===== src/rtl/fwd_pkg.sv =====
package fwd_pkg;
  localparam int REG_AW = 5;
  localparam int DATA_W = 32;

  typedef enum logic [1:0] {
    SEL_REG = 2'd0,
    SEL_WB  = 2'd1,
    SEL_MEM = 2'd2
  } fwdSel_e;

  // strobes from control to datapath
  typedef struct packed {
    fwdSel_e selA;
    fwdSel_e selB;
  } fwdCtrl_t;
endpackage


===== src/rtl/fwd_control.sv =====
module fwd_control
  import fwd_pkg::*;
#(
  parameter int  REG_W    = REG_AW,
  parameter bit  ZERO_REG = 1'b1
) (
  input  logic [REG_W-1:0] srcA,
  input  logic [REG_W-1:0] srcB,
  input  logic             memWe,
  input  logic [REG_W-1:0] memDst,
  input  logic             wbWe,
  input  logic [REG_W-1:0] wbDst,
  output fwdCtrl_t         ctrl
);
  localparam int NSRC = 2;

  logic             memLive;
  logic             wbLive;
  logic [REG_W-1:0] src [NSRC];
  fwdSel_e          sel [NSRC];

  // a producer qualifies only if it writes and, when register 0 is wired, not to r0
  generate
    if (ZERO_REG) begin : g_zero
      assign memLive = memWe && (memDst != '0);
      assign wbLive  = wbWe  && (wbDst  != '0);
    end else begin : g_nozero
      assign memLive = memWe;
      assign wbLive  = wbWe;
    end
  endgenerate

  assign src[0] = srcA;
  assign src[1] = srcB;

  generate
    for (genvar i = 0; i < NSRC; i++) begin : g_src
      always_comb begin
        if (memLive && (memDst == src[i]))
          sel[i] = SEL_MEM;
        else if (wbLive && (wbDst == src[i]))
          sel[i] = SEL_WB;
        else
          sel[i] = SEL_REG;
      end
    end
  endgenerate

  assign ctrl.selA = sel[0];
  assign ctrl.selB = sel[1];
endmodule


===== src/rtl/fwd_datapath.sv =====
module fwd_datapath
  import fwd_pkg::*;
#(
  parameter int DW = DATA_W
) (
  input  fwdCtrl_t      ctrl,
  input  logic [DW-1:0] regA,
  input  logic [DW-1:0] regB,
  input  logic [DW-1:0] memVal,
  input  logic [DW-1:0] wbVal,
  output logic [DW-1:0] opA,
  output logic [DW-1:0] opB
);
  localparam int NOP = 2;

  fwdSel_e       sel [NOP];
  logic [DW-1:0] reg_ [NOP];
  logic [DW-1:0] res [NOP];

  assign sel[0]  = ctrl.selA;
  assign sel[1]  = ctrl.selB;
  assign reg_[0] = regA;
  assign reg_[1] = regB;

  generate
    for (genvar i = 0; i < NOP; i++) begin : g_mux
      always_comb begin
        case (sel[i])
          SEL_MEM: res[i] = memVal;
          SEL_WB:  res[i] = wbVal;
          default: res[i] = reg_[i];
        endcase
      end
    end
  endgenerate

  assign opA = res[0];
  assign opB = res[1];
endmodule


===== src/rtl/operand_bypass.sv =====
module operand_bypass
  import fwd_pkg::*;
#(
  parameter int REG_W    = REG_AW,
  parameter int DW       = DATA_W,
  parameter bit ZERO_REG = 1'b1
) (
  input  logic [REG_W-1:0] exRs,
  input  logic [REG_W-1:0] exRt,
  input  logic [DW-1:0]    exRsData,
  input  logic [DW-1:0]    exRtData,
  input  logic             memRegWrite,
  input  logic [REG_W-1:0] memRd,
  input  logic [DW-1:0]    memAluResult,
  input  logic             wbRegWrite,
  input  logic [REG_W-1:0] wbRd,
  input  logic [DW-1:0]    wbValue,
  output logic [1:0]       fwdA,
  output logic [1:0]       fwdB,
  output logic [DW-1:0]    aluOpA,
  output logic [DW-1:0]    aluOpB
);
  fwdCtrl_t ctrl;

  fwd_control #(.REG_W(REG_W), .ZERO_REG(ZERO_REG)) u_ctrl (
    .srcA(exRs), .srcB(exRt),
    .memWe(memRegWrite), .memDst(memRd),
    .wbWe(wbRegWrite), .wbDst(wbRd),
    .ctrl(ctrl)
  );

  fwd_datapath #(.DW(DW)) u_dp (
    .ctrl(ctrl),
    .regA(exRsData), .regB(exRtData),
    .memVal(memAluResult), .wbVal(wbValue),
    .opA(aluOpA), .opB(aluOpB)
  );

  assign fwdA = ctrl.selA;
  assign fwdB = ctrl.selB;
endmodule


===== config.mk =====
export PLATFORM = sky130hd
export DESIGN_NAME = operand_bypass
export DESIGN_NICKNAME = d
export VERILOG_FILES = /design/src/rtl/fwd_pkg.sv /design/src/rtl/fwd_control.sv /design/src/rtl/fwd_datapath.sv /design/src/rtl/operand_bypass.sv
export SDC_FILE = /design/constraint.sdc
export NUM_CORES = 1
export LEC_CHECK = 0
export BUFFER_PORTS_ARGS = -buffer_cell sky130_fd_sc_hd__buf_2
export CAP_MARGIN = 20
export CORE_AREA = 2 2 85 87
export DETAILED_ROUTE_END_ITERATION = 12
export DIE_AREA = 0 0 87 89
export PLACE_DENSITY = 0.64
export SLEW_MARGIN = 20
export SYNTH_ARGS = -nofsm -noshare
export SYNTH_HDL_FRONTEND = slang
export SYNTH_HIERARCHICAL = 1
export SYNTH_SLANG_ARGS = --single-unit

===== constraint.sdc =====
create_clock -name vclk -period 3.5
set_input_delay 0.525 -clock vclk [all_inputs]
set_output_delay 0.525 -clock vclk [all_outputs]
set_load 0.02 [all_outputs]

Yosys cells after proc, flatten, opt, wreduce, memory -nomap -nowiden

Cells that the tools add are included.

Flip-flop bits (word level): 0
Output and inout bits: 68
Logic and storage cells: 22
Bits of input ports: 150

Equality and inequality tests: 8
Multiplexer cells: 6
Reductions and logical operators: 8

Operators with widths:

| cell                                          | count |
|---|---|
| one-hot mux 32 bit (2 select lines)           | 2 |
| == test 5 bit                                 | 4 |
| nonzero test 5 bit                            | 2 |
| logical AND 1 bit                             | 6 |
| == test 2 x 1 -> 1 bit, second input constant | 2 |
| == test 2 bit, second input constant          | 2 |
| two-way mux 2 bit                             | 2 |
| two-way mux 1 bit                             | 2 |

Depth between registers and ports, before layout

Word-level depth: 7
Gate-level depth with buffers: 10

Hierarchy

Netlist, hierarchy kept.

By module, submodules not included:

| module       | area each (µm²) | instances | cells an instance |
|---|---|---|---|
| fwd_datapath | 1421.4          | 1         | 226 |
| fwd_control  | 257.7           | 1         | 34 |

Worst setup path before layout

Ideal clock, no wire load.

Path kind: input -> output
Start point: in memRd[1]
End point: out aluOpB[10]
Buffers on the path: 2
Stages on the path: 9
Required time: 2975 ps
Data arrival time: 3344 ps
Path slack: -369 ps
Path through: or4_1 -> o21ai_2 -> nor4_1 -> nor4_1 -> inv_1 -> ha_1 -> buf_2 -> buf_2 -> o21ai_1

Longest elaborated chain between the ends: 6

Ends and longest elaborated chain:

| element                                                 | line                 | source |
|---|---|---|
| from (decl)                                             | operand_bypass.sv:13 | `input logic [REG_W-1:0] memRd,` |
| nonzero test 5 bit                                      | fwd_control.sv:25    | `assign memLive = memWe && (memDst != '0);` |
| logical AND 1 bit                                       | fwd_control.sv:25    |  |
| logical AND 1 bit *                                     | fwd_control.sv:39    | `if (memLive && (memDst == src[i]))` |
| two-way mux 2 bit *                                     | fwd_control.sv:39    |  |
| via fwdB[1]                                             | operand_bypass.sv:19 | `output logic [1:0] fwdB,` |
| == test 2 x 1 -> 1 bit or == test 2 bit (tied branches) | fwd_datapath.sv:28   | `case (sel[i])` |
| one-hot mux 32 bit (2 select lines) *                   | fwd_datapath.sv:28   |  |
| to (decl)                                               | operand_bypass.sv:21 | `output logic [DW-1:0] aluOpB` |

The timed path passes the listed nets; every way through them passes the cells marked *.

Worst setup path after layout

Start point: in memRd[1]
End point: out aluOpA[15]

Longest elaborated chain between the ends: 6

Ends and longest elaborated chain:

| element                                                 | line                 | source |
|---|---|---|
| nonzero test 5 bit                                      | fwd_control.sv:25    |  |
| logical AND 1 bit                                       | fwd_control.sv:25    |  |
| logical AND 1 bit *                                     | fwd_control.sv:39    |  |
| two-way mux 2 bit *                                     | fwd_control.sv:39    |  |
| == test 2 x 1 -> 1 bit or == test 2 bit (tied branches) | fwd_datapath.sv:28   |  |
| one-hot mux 32 bit (2 select lines) *                   | fwd_datapath.sv:28   |  |
| to (decl)                                               | operand_bypass.sv:20 | `output logic [DW-1:0] aluOpA,` |

Every way passes the cells marked *; elsewhere a longest branch is shown, timed or not.

==> impl_metrics.tcl <==
set metrics [dict create \
    swShare_pct 56.3 \
    dr_total_vias 2721 \
    grt_max_degree 35 \
    grt_pass1_wl_um 10900 \
    cp_slowest_stage_delay_ns 0.53 \
    synth.distinct_cells 17 \
    layout_common_cells "buf_2, nand2_1, a22oi_1, o21ai_1, o21ai_2" \
    synth.largest_area_cell "a22oi_1" \
    dieHeight_um 89 \
    max_freq_ghz 0.291 \
    period_needed_ns 3.43 \
    finalSetupViolCount 0 \
    path_class "in2out" \
    core_area_mm2 0.00672 \
    holdWs_ns 1.37 \
    fillers 718 \
    antenna_found_initial 0 \
    p_seq_share_pct 0 \
    synth_top_area_share_pct 23.2 \
    dieArea_mm2 0.00774 \
    grt_remaining_overflow 0 \
    finalMaxSlewViolations 0 \
    grtUsageTotal_pct 16.9 \
    critical_path.slowest_cell "or4_1" \
    seqCellArea_um2 0 \
    finalHoldViolCount 0 \
    synth_area_per_cell_um2 6.46 \
    dieWidth_um 87 \
    end_kind "output pin" \
    min_path_type "in2out" \
    pwr-share-comb_pct 100.0 \
    internal_power_uw 156 \
    power_density_mw_per_mm2 123 \
    rsz0062_at_grt "yes" \
    layout_commonest_cell "buf_2" \
    area_growth_pct 72.9 \
    hold_path_depth 4 \
    multi_input_area_mm2 0.00152 \
    required_ns 2.97 \
    n_sequential_cell 0 \
    startpoint_type "input pin" \
    relSlewSlack_pct 62.8 \
    dp_hpwl_um 5980 \
    netlist_area_mm2 0.00168 \
    yosysWarnings 6 \
    drt_iter0_drc 79 \
    first_pass_iters 4 \
    start_util_pct 25.0 \
    drive_gt1_share_pct 57.3 \
    ir_worst_vdd_mv 0.0493 \
    clkPwrFrac_pct 0 \
    nClkBuffers 0 \
    crit_chain "buf_2 -> or4_1 -> o21ai_2 -> nor4_2 -> nor4_2 -> buf_4 -> ha_1 -> buf_4 -> a22oi_1 -> o21ai_1 -> buf_2" \
    fin_area_mm2 0.00290 \
    wire_per_inst_um 14.2 \
    antennaDiodeCount 0 \
    status "complete, no violations" \
    row_count 30 \
    fin_crit_sh_pct 98.1 \
    drtAntennaViolNets 0 \
    vias_per_cell 5.00 \
    io_pins 218 \
    nets 620 \
    cellLeakagePower_uw 0.00142 \
    hold_buffers 0 \
    synth_cells 260 \
    syn_nets 414 \
    routed_wl_um 7720 \
    yosysSeqAreaShare_pct 0 \
    io_buffers 218 \
    cp_max_fo 15 \
    tightestPinTransition_ns 0.553 \
    place_congestion 0.893 \
    maxCapViolCount 0 \
    p_sw_uw 200 \
    grt_pass1_vias 2410 \
    placed_cell_area_mm2 0.00283 \
    drc 0 \
    crit_arrival_ns 2.91 \
    synthTopCellsByArea "a22oi_1, o21ai_1, nand2_1" \
]
## worst paths after layout
kind / startpoint / end / slack, ns
max: memRd[1] / aluOpA[15] / 0.07
min: exRtData[13] / aluOpB[13] / 1.37
## metrics by stage
stage          utilization [%]  setup WS, ns  TNS, ns  total power [µW]  cells
2_1_floorplan                -       -0.0263   -0.971               180    260
3_3_place_gp              42.1         0.161        0               345    541
3_5_place_dp              42.1        0.0559        0               349    541
4_1_cts                   42.1        0.0508        0               351    541
5_1_grt                   43.2       -0.0938   -0.713               386    544
6_report                  43.2        0.0660        0               356    544
## cell type report
type	count	area share, %
Timing Repair Buffer	230	43.6
Multi-Input combinational cell	230	52.5
Tap cell	80	3.45
Inverter	4	0.517
## power groups by stage
| stage | Clock [µW] | Sequential, µW | Combinational, µW |
|---|---|---|---|
| detailed placement | 0 | 0 | 349 |
| finish | 0 | 0 | 356 |
| floorplan | 0 | 0 | 180 |
| global placement | 0 | 0 | 345 |
| global route | 0 | 0 | 386 |
| CTS | 0 | 0 | 351 |
## logic make-up after synthesis
group	after synthesis	synth area share, %
simple gates	77	18.7
buf+inv	30	13.0
xor+xnor	20	10.4
compound gates	129	54.9
fa+ha+maj	4	2.98
## synthesized netlist by cell type
cell type	instances
a22oi_2	12
buf_6	10
o21ai_1	50
xnor2_1	16
nand2_1	66
nand4_1	2
nor2_1	1
buf_4	4
ha_1	4
a22oi_1	52
xor2_1	4
nor4_1	4
o21ai_2	15
or4_1	2
inv_1	4
nand3_1	2
buf_2	12
## critical path, delay by kind of cell
kind                       cells  cell delay [ns]
buffers and inverters          4             0.73
AOI/OAI and AO/OA              3             0.48
adders and majority gates      1             0.18
and+or+nand+nor                3             0.99
## per-layer routing
layer	vias up	GRT usage, %	share of wire, %
li1	1382	-	-
met1	1199	20.8	39
met5	-	0	0
met2	140	33.2	52
met4	0	0.710	0
met3	0	1.39	8.2
## repair_timing
action / 4_1_cts / 5_1_grt
endpoints found under the setup margin: 0 / 43
resized for setup: 0 / 5
setup buffers: 0 / 2
Note: power is estimated with default switching activity, not from simulation.
